==> src/rtl/gpio_mmio_pkg.sv <==
package gpio_mmio_pkg;

    // Register offsets; the set/clear pair and data share the output latch.
    localparam int OFS_DATA = 0;
    localparam int OFS_SET  = 1;
    localparam int OFS_CLR  = 2;
    localparam int OFS_DIR  = 3;

    typedef enum logic [2:0] {
        SEL_DATA,
        SEL_SET,
        SEL_CLR,
        SEL_DIR,
        SEL_NONE
    } reg_sel_e;

    function automatic reg_sel_e decode_addr(input logic [15:0] a);
        reg_sel_e s;
        if (a == 16'(OFS_DATA))      s = SEL_DATA;
        else if (a == 16'(OFS_SET))  s = SEL_SET;
        else if (a == 16'(OFS_CLR))  s = SEL_CLR;
        else if (a == 16'(OFS_DIR))  s = SEL_DIR;
        else                         s = SEL_NONE;
        return s;
    endfunction

endpackage

==> src/rtl/gpio_in_sync.sv <==
module gpio_in_sync #(
    parameter int WIDTH = 8
) (
    input  logic             clk,
    input  logic             rst_n,
    input  logic [WIDTH-1:0] raw,
    output logic [WIDTH-1:0] synced
);
    logic [WIDTH-1:0] stage1_q;
    logic [WIDTH-1:0] stage2_q;

    always_ff @(posedge clk) begin
        if (!rst_n) begin
            stage1_q <= '0;
            stage2_q <= '0;
        end else begin
            stage1_q <= raw;
            stage2_q <= stage1_q;
        end
    end

    assign synced = stage2_q;

endmodule

==> src/rtl/gpio_pin_map.sv <==
module gpio_pin_map #(
    parameter int WIDTH   = 8,
    parameter bit REVERSE = 1'b0
) (
    input  logic [WIDTH-1:0] reg_out,
    input  logic [WIDTH-1:0] reg_oe,
    input  logic [WIDTH-1:0] pin_level,
    output logic [WIDTH-1:0] pin_out,
    output logic [WIDTH-1:0] pin_oe,
    output logic [WIDTH-1:0] reg_level
);
    for (genvar n = 0; n < WIDTH; n++) begin : g_pin
        localparam int BIT = REVERSE ? (WIDTH - 1 - n) : n;
        assign pin_out[n]     = reg_out[BIT];
        assign pin_oe[n]      = reg_oe[BIT];
        assign reg_level[BIT] = pin_level[n];
    end

endmodule

==> src/rtl/gpio_regfile.sv <==
module gpio_regfile
    import gpio_mmio_pkg::*;
#(
    parameter int WIDTH      = 8,
    parameter int ADDR_W     = 3,
    parameter bit DIR_IN_POL = 1'b0
) (
    input  logic              clk,
    input  logic              rst_n,
    input  logic              wr_en,
    input  logic              rd_en,
    input  logic [ADDR_W-1:0] addr,
    input  logic [WIDTH-1:0]  wr_data,
    input  logic [WIDTH-1:0]  level_in,
    output logic [WIDTH-1:0]  latch_q,
    output logic [WIDTH-1:0]  drive_mask,
    output logic [WIDTH-1:0]  rd_data
);
    localparam logic [WIDTH-1:0] DIR_RESET = DIR_IN_POL ? '1 : '0;

    reg_sel_e         sel;
    logic [WIDTH-1:0] dir_q;
    logic [WIDTH-1:0] state_view;

    assign sel        = decode_addr(16'(addr));
    assign drive_mask = DIR_IN_POL ? ~dir_q : dir_q;
    assign state_view = (drive_mask & latch_q) | (~drive_mask & level_in);

    // Output latch: full load, bitwise set, bitwise clear.
    always_ff @(posedge clk) begin
        if (!rst_n) begin
            latch_q <= '0;
        end else if (wr_en) begin
            case (sel)
                SEL_DATA: latch_q <= wr_data;
                SEL_SET:  latch_q <= latch_q | wr_data;
                SEL_CLR:  latch_q <= latch_q & ~wr_data;
                default:  latch_q <= latch_q;
            endcase
        end
    end

    always_ff @(posedge clk) begin
        if (!rst_n) begin
            dir_q <= DIR_RESET;
        end else if (wr_en && sel == SEL_DIR) begin
            dir_q <= wr_data;
        end
    end

    always_ff @(posedge clk) begin
        if (!rst_n) begin
            rd_data <= '0;
        end else if (rd_en) begin
            case (sel)
                SEL_DATA: rd_data <= state_view;
                SEL_SET:  rd_data <= latch_q;
                SEL_DIR:  rd_data <= dir_q;
                default:  rd_data <= '0;
            endcase
        end
    end

    assert_set_raises_R3: assert property (@(posedge clk) disable iff (!rst_n)
        (wr_en && sel == SEL_SET) |=> ((latch_q & $past(wr_data)) == $past(wr_data)));

    assert_set_keeps_R3: assert property (@(posedge clk) disable iff (!rst_n)
        (wr_en && sel == SEL_SET) |=>
            ((latch_q & ~$past(wr_data)) == ($past(latch_q) & ~$past(wr_data))));

    assert_clr_lowers_R4: assert property (@(posedge clk) disable iff (!rst_n)
        (wr_en && sel == SEL_CLR) |=> ((latch_q & $past(wr_data)) == '0));

    assert_unmapped_ignored_R10: assert property (@(posedge clk) disable iff (!rst_n)
        (wr_en && sel == SEL_NONE) |=> ($stable(latch_q) && $stable(dir_q)));

    assert_rdata_holds_R11: assert property (@(posedge clk) disable iff (!rst_n)
        !rd_en |=> $stable(rd_data));

endmodule

==> src/rtl/gpio_mmio_ctrl.sv <==
module gpio_mmio_ctrl #(
    parameter int WIDTH      = 8,
    parameter int ADDR_W     = 3,
    parameter bit DIR_IN_POL = 1'b0,
    parameter bit REVERSE    = 1'b0
) (
    input  logic              clk,
    input  logic              rst_n,
    input  logic              wr_en,
    input  logic              rd_en,
    input  logic [ADDR_W-1:0] addr,
    input  logic [WIDTH-1:0]  wr_data,
    output logic [WIDTH-1:0]  rd_data,
    input  logic [WIDTH-1:0]  pin_in,
    output logic [WIDTH-1:0]  pin_out,
    output logic [WIDTH-1:0]  pin_oe
);
    if (!(WIDTH == 8 || WIDTH == 16 || WIDTH == 32 || WIDTH == 64)) begin : g_bad_width
        $fatal(1, "WIDTH must be 8, 16, 32 or 64");
    end

    logic [WIDTH-1:0] pin_synced;
    logic [WIDTH-1:0] reg_level;
    logic [WIDTH-1:0] latch_q;
    logic [WIDTH-1:0] drive_mask;

    gpio_in_sync #(.WIDTH(WIDTH)) u_sync (
        .clk    (clk),
        .rst_n  (rst_n),
        .raw    (pin_in),
        .synced (pin_synced)
    );

    gpio_pin_map #(.WIDTH(WIDTH), .REVERSE(REVERSE)) u_map (
        .reg_out   (latch_q),
        .reg_oe    (drive_mask),
        .pin_level (pin_synced),
        .pin_out   (pin_out),
        .pin_oe    (pin_oe),
        .reg_level (reg_level)
    );

    gpio_regfile #(.WIDTH(WIDTH), .ADDR_W(ADDR_W), .DIR_IN_POL(DIR_IN_POL)) u_regs (
        .clk        (clk),
        .rst_n      (rst_n),
        .wr_en      (wr_en),
        .rd_en      (rd_en),
        .addr       (addr),
        .wr_data    (wr_data),
        .level_in   (reg_level),
        .latch_q    (latch_q),
        .drive_mask (drive_mask),
        .rd_data    (rd_data)
    );

    // Pins that are not driven must show a zero output value only via the latch;
    // the enable vector itself must clear during reset.
    assert_reset_inputs_R1: assert property (@(posedge clk)
        !rst_n |=> (pin_oe == '0 && pin_out == '0));

endmodule

==> config.mk <==
export PLATFORM = sky130hd
export DESIGN_NAME = gpio_mmio_ctrl
export DESIGN_NICKNAME = d
export VERILOG_FILES = /design/src/rtl/gpio_mmio_pkg.sv /design/src/rtl/gpio_in_sync.sv /design/src/rtl/gpio_pin_map.sv /design/src/rtl/gpio_regfile.sv /design/src/rtl/gpio_mmio_ctrl.sv
export SDC_FILE = /design/constraint.sdc
export NUM_CORES = 1
export LEC_CHECK = 0
export CORE_MARGIN = 2
export CORE_UTILIZATION = 45
export DETAILED_ROUTE_END_ITERATION = 6
export DONT_BUFFER_PORTS = 1
export PLACE_DENSITY = 0.61
export RECOVER_POWER = 50
export SYNTH_ARGS = -nofsm -noshare
export SYNTH_HDL_FRONTEND = slang
export SYNTH_SLANG_ARGS = --single-unit
==> constraint.sdc <==
create_clock -name clk -period 2.5 [get_ports clk]
set_input_delay 0.375 -clock clk [delete_from_list [all_inputs] [get_ports clk]]
set_output_delay 0.375 -clock clk [all_outputs]
set_load 0.005 [all_outputs]
==> impl_metrics.csv, run 1 <==
group,metric,value,unit
outcome,status,"completed",
power_and_ir_drop,ir_drop,0.471,mV
floorplanning,die_h,66.0,um
place,dpl.hpwl,2770,um
grt,antenna_found_initial,0,
grt,grt_pass1_wl,6050,um
place,gp_congestion,0.720,
synth,async_reset_ff_share,0,%
grt,grt.total_usage,18.4,%
floorplanning,start_util,46.9,%
detailed_routing,final_antenna_net_count,0,
floorplanning,chipWidth,66.0,um
critical_path,crit_arrival,1580,ps
floorplanning,row_count,22,
synth,synth_top_area_share,46.2,%
power_and_ir_drop,powerDensity,652,nW/um^2
critical_path,critPathKind,"primary input to flip-flop",
sta,fin_setup_tns,0,ps
clocking,cts_setup_buffers,0,
clocking,cts_buffers,5,
clocking,cts-root-buf,"clkbuf_8",
place,io_buffer_count,0,
grt,grt_pass1_vias,1291,
sta,final_max_slew_viol_count,0,
sta,hold_slack,214,ps
clocking,cts_tree,"yes",
synth,ys.warnings.count,0,
detailed_routing,vias,1383,
clocking,htreeDepth,2,
critical_path,critPathLaunchType,"primary input",
sta,clock_skew,11.5,ps
sta,final.min_clock_period,1400,ps
sta,hold_viol_final,0,
critical_path,required,2680,ps
sta,finalCritPeriodShare,56.2,%
sta,setup_ws,1100,ps
detailed_routing,drt_iter0_drc,82,
detailed_routing,wl,3880,um
detailed_routing,first_pass_iters,4,
clocking,clock_path_buffers,2,
detailed_routing,wl_per_cell,16.7,um
critical_path,cp_max_fo,23,
floorplanning,die_area,4360,um^2
place,pre_cts_slack,849,ps
synth,yosysMostFrequentCell,"dfxtp_1",
final_layout,drive_gt1_share,9.78,%
synth,syn-num-nets,214,
synth,synthCells,191,
detailed_routing,route.detailed.drc,0,
synth,synth-seq-cells,40,
synth,avgSynthCellArea,9.07,um^2
min_path,min_path_type,"primary input to flip-flop",
synth,synth_edf_count,0,
sta,setup_violations,0,
synth,netlist-cell-type-count,27,
sta,tightest_slew,873,ps
sta,clock.fmax,712,MHz
run,cap_violations,0,
sta,rsz0062_at_grt,"false",
synth,yosys.area.top_type,"dfxtp_1",
power_and_ir_drop,p_leak,0.000581,uW
synth,synth_seq_area_share,46.2,%
floorplanning,boundaryPins,47,
synth,synth_area_leaders,"dfxtp_1 (46%), a21oi_1 (6.9%), and2_1 (5.8%)",
final_layout,syn2layout_area_growth,5.42,%
grt,grt_max_degree,30,
final_layout,post-route-util,49.5,%
critical_path,end_kind,"flip-flop",
clocking,hold_buffers,0,
synth,netlist_area,1730,um^2
clocking,cts_resized,0,
synth,synth_common_cells,"dfxtp_1 (40), a21oi_1 (24), nand2_1 (24), and2_1 (16), nor2b_1 (9)",
final_layout,antenna_cells,0,
clocking,clk_pin_slew,70,ps
sta,relSlewSlack,41.6,%
grt,overflow,0,
clocking,clock-sinks,40,
final_layout,fin_nets,207,
detailed_routing,via_per_inst,5.96,
floorplanning,core,3690,um^2
clocking,clock_latency,290,ps
synth,synth-main-ff-cell,"dfxtp_1",
==> worst max-delay path: stages <==
cell and delay [ps]:
nor3b_2 710, a21oi_1 180, a311oi_1 320
==> cells in the final DEF (no fill, tap or decap), types with 7 or more instances in the layout <==
cell and instances:
a311oi_1 8, or3b_2 7, a21oi_1 24, clkbuf_8 7
or3b_1 8, a31oi_1 7, nor2b_1 9, a211oi_1 7
o21ai_0 8, dfxtp_1 40, and2_1 13, a21o_1 7
nand2_1 24
==> through the flow <==
stage / instance area (um^2) / cells / power (uW)
2_1_floorplan: 1730 / 191 / 750
6_report: 1830 / 232 / 1190
3_3_place_gp: 1730 / 225 / 746
3_5_place_dp: 1730 / 225 / 750
5_1_grt: 1830 / 232 / 1230
4_1_cts: 1830 / 232 / 1190
==> metal layers <==
layer  routed length, um  global-route usage [%]
met3                 337                    7.67
met5                   0                       0
met2                1940                    32.4
met1                1570                    19.9
met4                  36                    6.12
==> where the power goes <==
group          internal (uW)  switching [uW]
registers                656            11.9
clock network            246             209
logic                   32.8            34.1
total                    935             255
==> final cells by class <==
class	instances	area (um^2)
Tap cell	48	60.1
Inverter	1	3.75
Clock buffer	7	96.3
Sequential cell	40	801
Multi-Input combinational cell	136	865
Fill cell	375	1860
==> cell families (layout without fill, tap and decap cells) <==
| logic type | count (synthesis) | count (layout) | synth area share [%] |
|---|---|---|---|
| buf+inv | 15 | 8 | 3.83 |
| simple gates | 72 | 72 | 25.9 |
| compound gates | 62 | 62 | 22.4 |
| mux | 1 | 1 | 0.650 |
| xor+xnor | 1 | 1 | 0.940 |
| flops | 40 | 40 | 46.2 |
==> flip-flops by register name, summed over array words and instances, names as in the netlist <==
register	count
u_regs.drive_mask	8
u_regs.latch_q	8
u_regs.rd_data	8
u_sync.stage1_q	8
u_sync.synced	8
==> path summary, 6_finish.rpt <==
check	startpoint	endpoint	slack (ps)	cells after the start
setup / recovery	addr[1]	u_regs.latch_q[1]	1100	3
setup reg to reg	u_regs.drive_mask[6]	u_regs.rd_data[6]	1160	3
hold / removal	rst_n	u_sync.stage1_q[1]	210	1
hold reg to reg	u_sync.stage1_q[3]	u_sync.synced[3]	440	1
(Power assumes the default switching activity.)
==> inputs of run 2 (changes only) <==
Clock period 2.5 ns to 1.46 ns, I/O delays scaled along.
==> impl_metrics.csv, run 2 (synthesis results as in run 1) <==
group,metric,value,unit
critical_path,required,1660,ps
floorplanning,die_h,66.0,um
place,gp_congestion,0.772,
floorplanning,die_area,4360,um^2
critical_path,crit_arrival,1520,ps
power_and_ir_drop,p_leak,0.000602,uW
detailed_routing,via_per_inst,5.88,
floorplanning,row_count,22,
clocking,cts_setup_buffers,0,
detailed_routing,final_antenna_net_count,0,
place,dpl.hpwl,2760,um
clocking,clock_latency,290,ps
clocking,cts_resized,0,
clocking,clock_path_buffers,2,
grt,antenna_found_initial,0,
sta,hold_viol_final,0,
grt,grt.total_usage,18.4,%
final_layout,final_common_cell,"dfxtp_1",
grt,grt_pass1_vias,1253,
final_layout,syn2layout_area_growth,8.09,%
grt,grt_pass1_wl,6080,um
sta,hold_slack,44.5,ps
critical_path,cp_max_fo,5,
floorplanning,start_util,46.9,%
detailed_routing,wl_per_cell,16.1,um
power_and_ir_drop,ir_drop,0.761,mV
sta,relSlewSlack,74.9,%
sta,clock_skew,1.72,ps
min_path,min_path_type,"primary input to flip-flop",
final_layout,antenna_cells,0,
clocking,clk_pin_slew,80,ps
final_layout,layout_common_cells,"dfxtp_1 (40), a21oi_1 (24), nand2_1 (24)",
clocking,cts_buffers,5,
clocking,hold_buffers,0,
clocking,cts-root-buf,"clkbuf_8",
critical_path,critPathKind,"flip-flop to flip-flop",
final_layout,post-route-util,50.7,%
clocking,cts_tree,"yes",
sta,clock.fmax,761,MHz
grt,grt_max_degree,30,
sta,rsz0062_at_grt,"false",
sta,final.min_clock_period,1310,ps
sta,final_max_slew_viol_count,0,
detailed_routing,wl,3860,um
final_layout,fillers,387,
power_and_ir_drop,power,2030,uW
place,dp_cells,232,
critical_path,end_kind,"flip-flop",
outcome,status,"completed",
place,io_buffer_count,0,
sta,setup_violations,0,
final_layout,drive_gt1_share,12.5,%
critical_path,critPathLaunchType,"flip-flop",
sta,tightest_slew,376,ps
sta,finalCritPeriodShare,90.0,%
grt,overflow,0,
clocking,htreeDepth,2,
detailed_routing,route.detailed.drc,0,
power_and_ir_drop,powerDensity,1090,nW/um^2
sta,fin_setup_tns,0,ps
floorplanning,boundaryPins,47,
clocking,clock-sinks,40,
final_layout,fin_nets,214,
final_layout,final_cells,240,
detailed_routing,first_pass_iters,4,
detailed_routing,vias,1411,
detailed_routing,drt_iter0_drc,92,
floorplanning,chipWidth,66.0,um
run,cap_violations,0,
floorplanning,core,3690,um^2
## run 2: cell types whose count changed in the layout (fill, tap and decap cells not counted)
| cell | previous run | this run |
|---|---|---|
| clkbuf_1 | 0 | 2 |
| clkinvlp_4 | 0 | 2 |
| clkbuf_8 | 7 | 6 |
| buf_4 | 0 | 5 |
## run 2: path summary, 6_finish.rpt
check	from	slack [ps]	to	cells after the start
worst max-delay path	u_regs.drive_mask[4]	150	u_regs.rd_data[4]	3
worst min-delay path	rst_n	40	u_sync.synced[1]	1
worst max register to register	u_regs.drive_mask[4]	150	u_regs.rd_data[4]	3
worst min register to register	u_sync.stage1_q[4]	440	u_sync.synced[4]	1
## run 2: routing by layer
layer	global-route usage (%)	vias to the layer above	share of wire, %
met5	0	-	0
met4	5.36	0	0.80
met3	7.67	5	8.0
met2	30.1	39	49
met1	22.3	684	42
li1	-	683	-
## run 2: stage by stage
stage          area, um^2  worst slack [ps]
5_1_grt              1870              80.1
3_3_place_gp         1780               222
3_5_place_dp         1780               145
2_1_floorplan        1730               188
4_1_cts              1880               134
6_report             1870               145
## run 2: final cells by class
cell class | count | area [um^2] | share of cell area (%)
inverters | 1 | 3.75 | 0.201
well taps | 48 | 60.1 | 3.21
multi-input cells | 136 | 865 | 46.2
clock buffers | 6 | 82.6 | 4.41
repair buffers | 7 | 45.0 | 2.41
clock inverters | 2 | 15.0 | 0.802
flip-flops and latches | 40 | 801 | 42.8
## run 2: report_power, final
part	internal, uW	switching (uW)
Sequential	1120	18.1
Clock	382	383
Combinational	64.4	60.6
Total	1570	461
## run 2: critical path: stages (launching register included)
cell and delay [ps]:
dfxtp_1 360, or3b_2 480, a21o_1 190, a211oi_1 200
==> inputs of run 3 (changes only) <==
Settings changed: ABC_AREA from default to 1.
==> impl_metrics.csv, run 3 <==
group,metric,value,unit
outcome,status,"completed",
synth,yosys.area_share.simple,31.8,%
power_and_ir_drop,p_int,1780,uW
critical_path,critPathKind,"primary input to flip-flop",
detailed_routing,via_per_inst,4.69,
sta,clock_skew,2.28,ps
synth,synth_top_area_share,46.4,%
grt,antenna_found_initial,0,
sta,final.min_clock_period,1220,ps
power_and_ir_drop,pwr-share-seq,51.1,%
place,pre_cts_slack,344,ps
synth,muxShareOfSynthArea,0,%
power_and_ir_drop,clock_power_share,43.1,%
clocking,htreeDepth,2,
synth,synth-main-ff-cell,"dfxtp_1",
synth,synth_edf_count,0,
grt,grt_max_degree,26,
clocking,cts_buffers,5,
clocking,clock_latency,300,ps
detailed_routing,wl_per_cell,12.2,um
critical_path,crit_arrival,1420,ps
final_layout,drive_gt1_share,6.35,%
synth,synth_top_family_by_area,"simple AND/OR/NAND/NOR gates",
synth,synth-seq-cells,40,
clocking,cts-root-buf,"clkbuf_8",
critical_path,required,1660,ps
floorplanning,die_h,65.9,um
detailed_routing,first_pass_iters,4,
final_layout,antenna_cells,0,
critical_path,cp_max_fo,25,
synth,synth_seq_area_share,46.4,%
synth,synth_area_leaders,"dfxtp_1 (46%), nand2_1 (22%), inv_1 (8.0%)",
grt,overflow,0,
floorplanning,chipWidth,65.9,um
synth,synth_xor_area_share,0,%
sta,fin_setup_tns,0,ps
grt,grt_pass1_wl,6510,um
place,io_buffer_count,0,
min_path,min_path_cells,2,
critical_path,reg2reg_depth,7,
final_layout,multi_input_area,712,um^2
sta,relSlewSlack,60.1,%
sta,setup_violations,0,
run,cap_violations,0,
grt,grt.total_usage,20.2,%
sta,hold_viol_final,0,
critical_path,end_kind,"flip-flop",
power_and_ir_drop,p_leak,0.000887,uW
synth,synth_common_cells,"nand2_1 (99), dfxtp_1 (40), inv_1 (37), nand3_1 (26), a21oi_1 (20)",
floorplanning,die_area,4350,um^2
power_and_ir_drop,ir_drop,0.628,mV
final_layout,syn2layout_area_growth,8.56,%
min_path,min_path_type,"primary input to flip-flop",
place,gp_congestion,0.792,
sta,clock.fmax,822,MHz
synth,async_reset_ff_share,0,%
floorplanning,row_count,22,
sta,tightest_slew,596,ps
synth,avgSynthCellArea,6.96,um^2
detailed_routing,vias,1407,
sta,finalCritPeriodShare,83.3,%
final_layout,final_area,1870,um^2
grt,grt_pass1_vias,1359,
floorplanning,core,3660,um^2
sta,setup_ws,244,ps
floorplanning,start_util,47.1,%
place,dpl_cell_area,1750,um^2
detailed_routing,wl,3670,um
final_layout,seq_area,801,um^2
clocking,clk_pin_slew,80,ps
clocking,cts_resized,0,
clocking,cts_tree,"yes",
synth,syn-num-nets,271,
synth,synthCells,248,
final_layout,fillers,369,
synth,synth_compound_area_share,10.7,%
sta,rsz0062_at_grt,"false",
detailed_routing,final_antenna_net_count,0,
power_and_ir_drop,power_switching,494,uW
power_and_ir_drop,p_sw_share,21.7,%
critical_path,critPathLaunchType,"primary input",
synth,ys.warnings.count,0,
final_layout,fin_nets,274,
place,dpl.hpwl,2600,um
synth,netlist-cell-type-count,16,
floorplanning,boundaryPins,47,
final_layout,layout_common_cells,"nand2_1 (99), dfxtp_1 (40), inv_1 (39)",
clocking,clock-sinks,40,
clocking,clock_path_buffers,2,
synth,synthAdderAreaFrac,0,%
power_and_ir_drop,power_frac_comb,5.8,%
final_layout,final_common_cell,"nand2_1",
detailed_routing,route.detailed.drc,0,
power_and_ir_drop,powerDensity,1210,nW/um^2
synth,yosysMostFrequentCell,"nand2_1",
synth,yosys.area.top_type,"dfxtp_1",
synth,netlist_area,1730,um^2
sta,final_max_slew_viol_count,0,
detailed_routing,drt_iter0_drc,95,
run 3: cell count changes in the layout (fill, tap and decap cells not counted), moves of 9 or more:
| cell | previous run | this run |
|---|---|---|
| nand2_1 | 24 | 99 |
| and2_1 | 13 | 0 |
| nor2b_1 | 9 | 0 |
| nand3_1 | 1 | 27 |
| inv_1 | 1 | 39 |
run 3: power groups by stage:
stage	combinational, uW	sequential (uW)	clock (uW)
after global placement	129	1190	0
after detailed placement	131	1190	0
after CTS	131	1160	1000
after floorplan	125	1180	0
after global routing	157	1170	1070
final	131	1160	980
run 3: stage by stage:
stage / power (uW) / instances / utilization [%] / hold WS [ps]
after floorplan: 1300 / 248 / - / 317
after global placement: 1320 / 290 / 47.7 / 315
after detailed placement: 1320 / 290 / 47.7 / 318
after CTS: 2300 / 298 / 51.2 / 5.34
after global routing: 2400 / 300 / 51.2 / -0.274
final: 2270 / 300 / 51.2 / 10.5
run 3: worst paths after layout:
check                                     startpoint                 end  slack [ps]
worst max-delay path                           rst_n  u_sync.stage1_q[4]         240
worst min-delay path                           rst_n    u_sync.synced[7]          10
worst max register to register  u_regs.drive_mask[5]   u_regs.rd_data[5]         460
worst min register to register    u_sync.stage1_q[2]    u_sync.synced[2]         410
run 3: critical path: stages:
cell and delay, ps:
dlygate4sd3_1 560, nand2_1 60, dlygate4sd3_1 540, inv_1 40
run 3: what timing repair did:
item	in CTS	in global routing
hold buffers	0	2
hold endpoints to repair	0	1
buffers inserted	0	0
run 3: cells by family (layout without fill, tap and decap cells):
kind of cell / count (synthesis) / count (layout)
AOI/OAI and AO/OA: 33 / 33
DFF: 40 / 40
buffers and inverters: 46 / 50
and+or+nand+nor: 129 / 129
run 3: area by class of cell:
class / count / share of cell area [%]
well taps: 48 / 3.21
clock inverters: 1 / 1.60
multi-input cells: 162 / 38.0
inverters: 39 / 7.82
flip-flops and latches: 40 / 42.8
clock buffers: 7 / 5.14
repair buffers: 3 / 1.47
run 3: per-layer routing:
metal	global-route usage [%]	share of wire, %	vias up
met5	0	0	-
met4	7.81	1.7	0
met3	8.69	8.3	6
met2	29.2	44	36
met1	26.3	46	594
li1	-	-	771
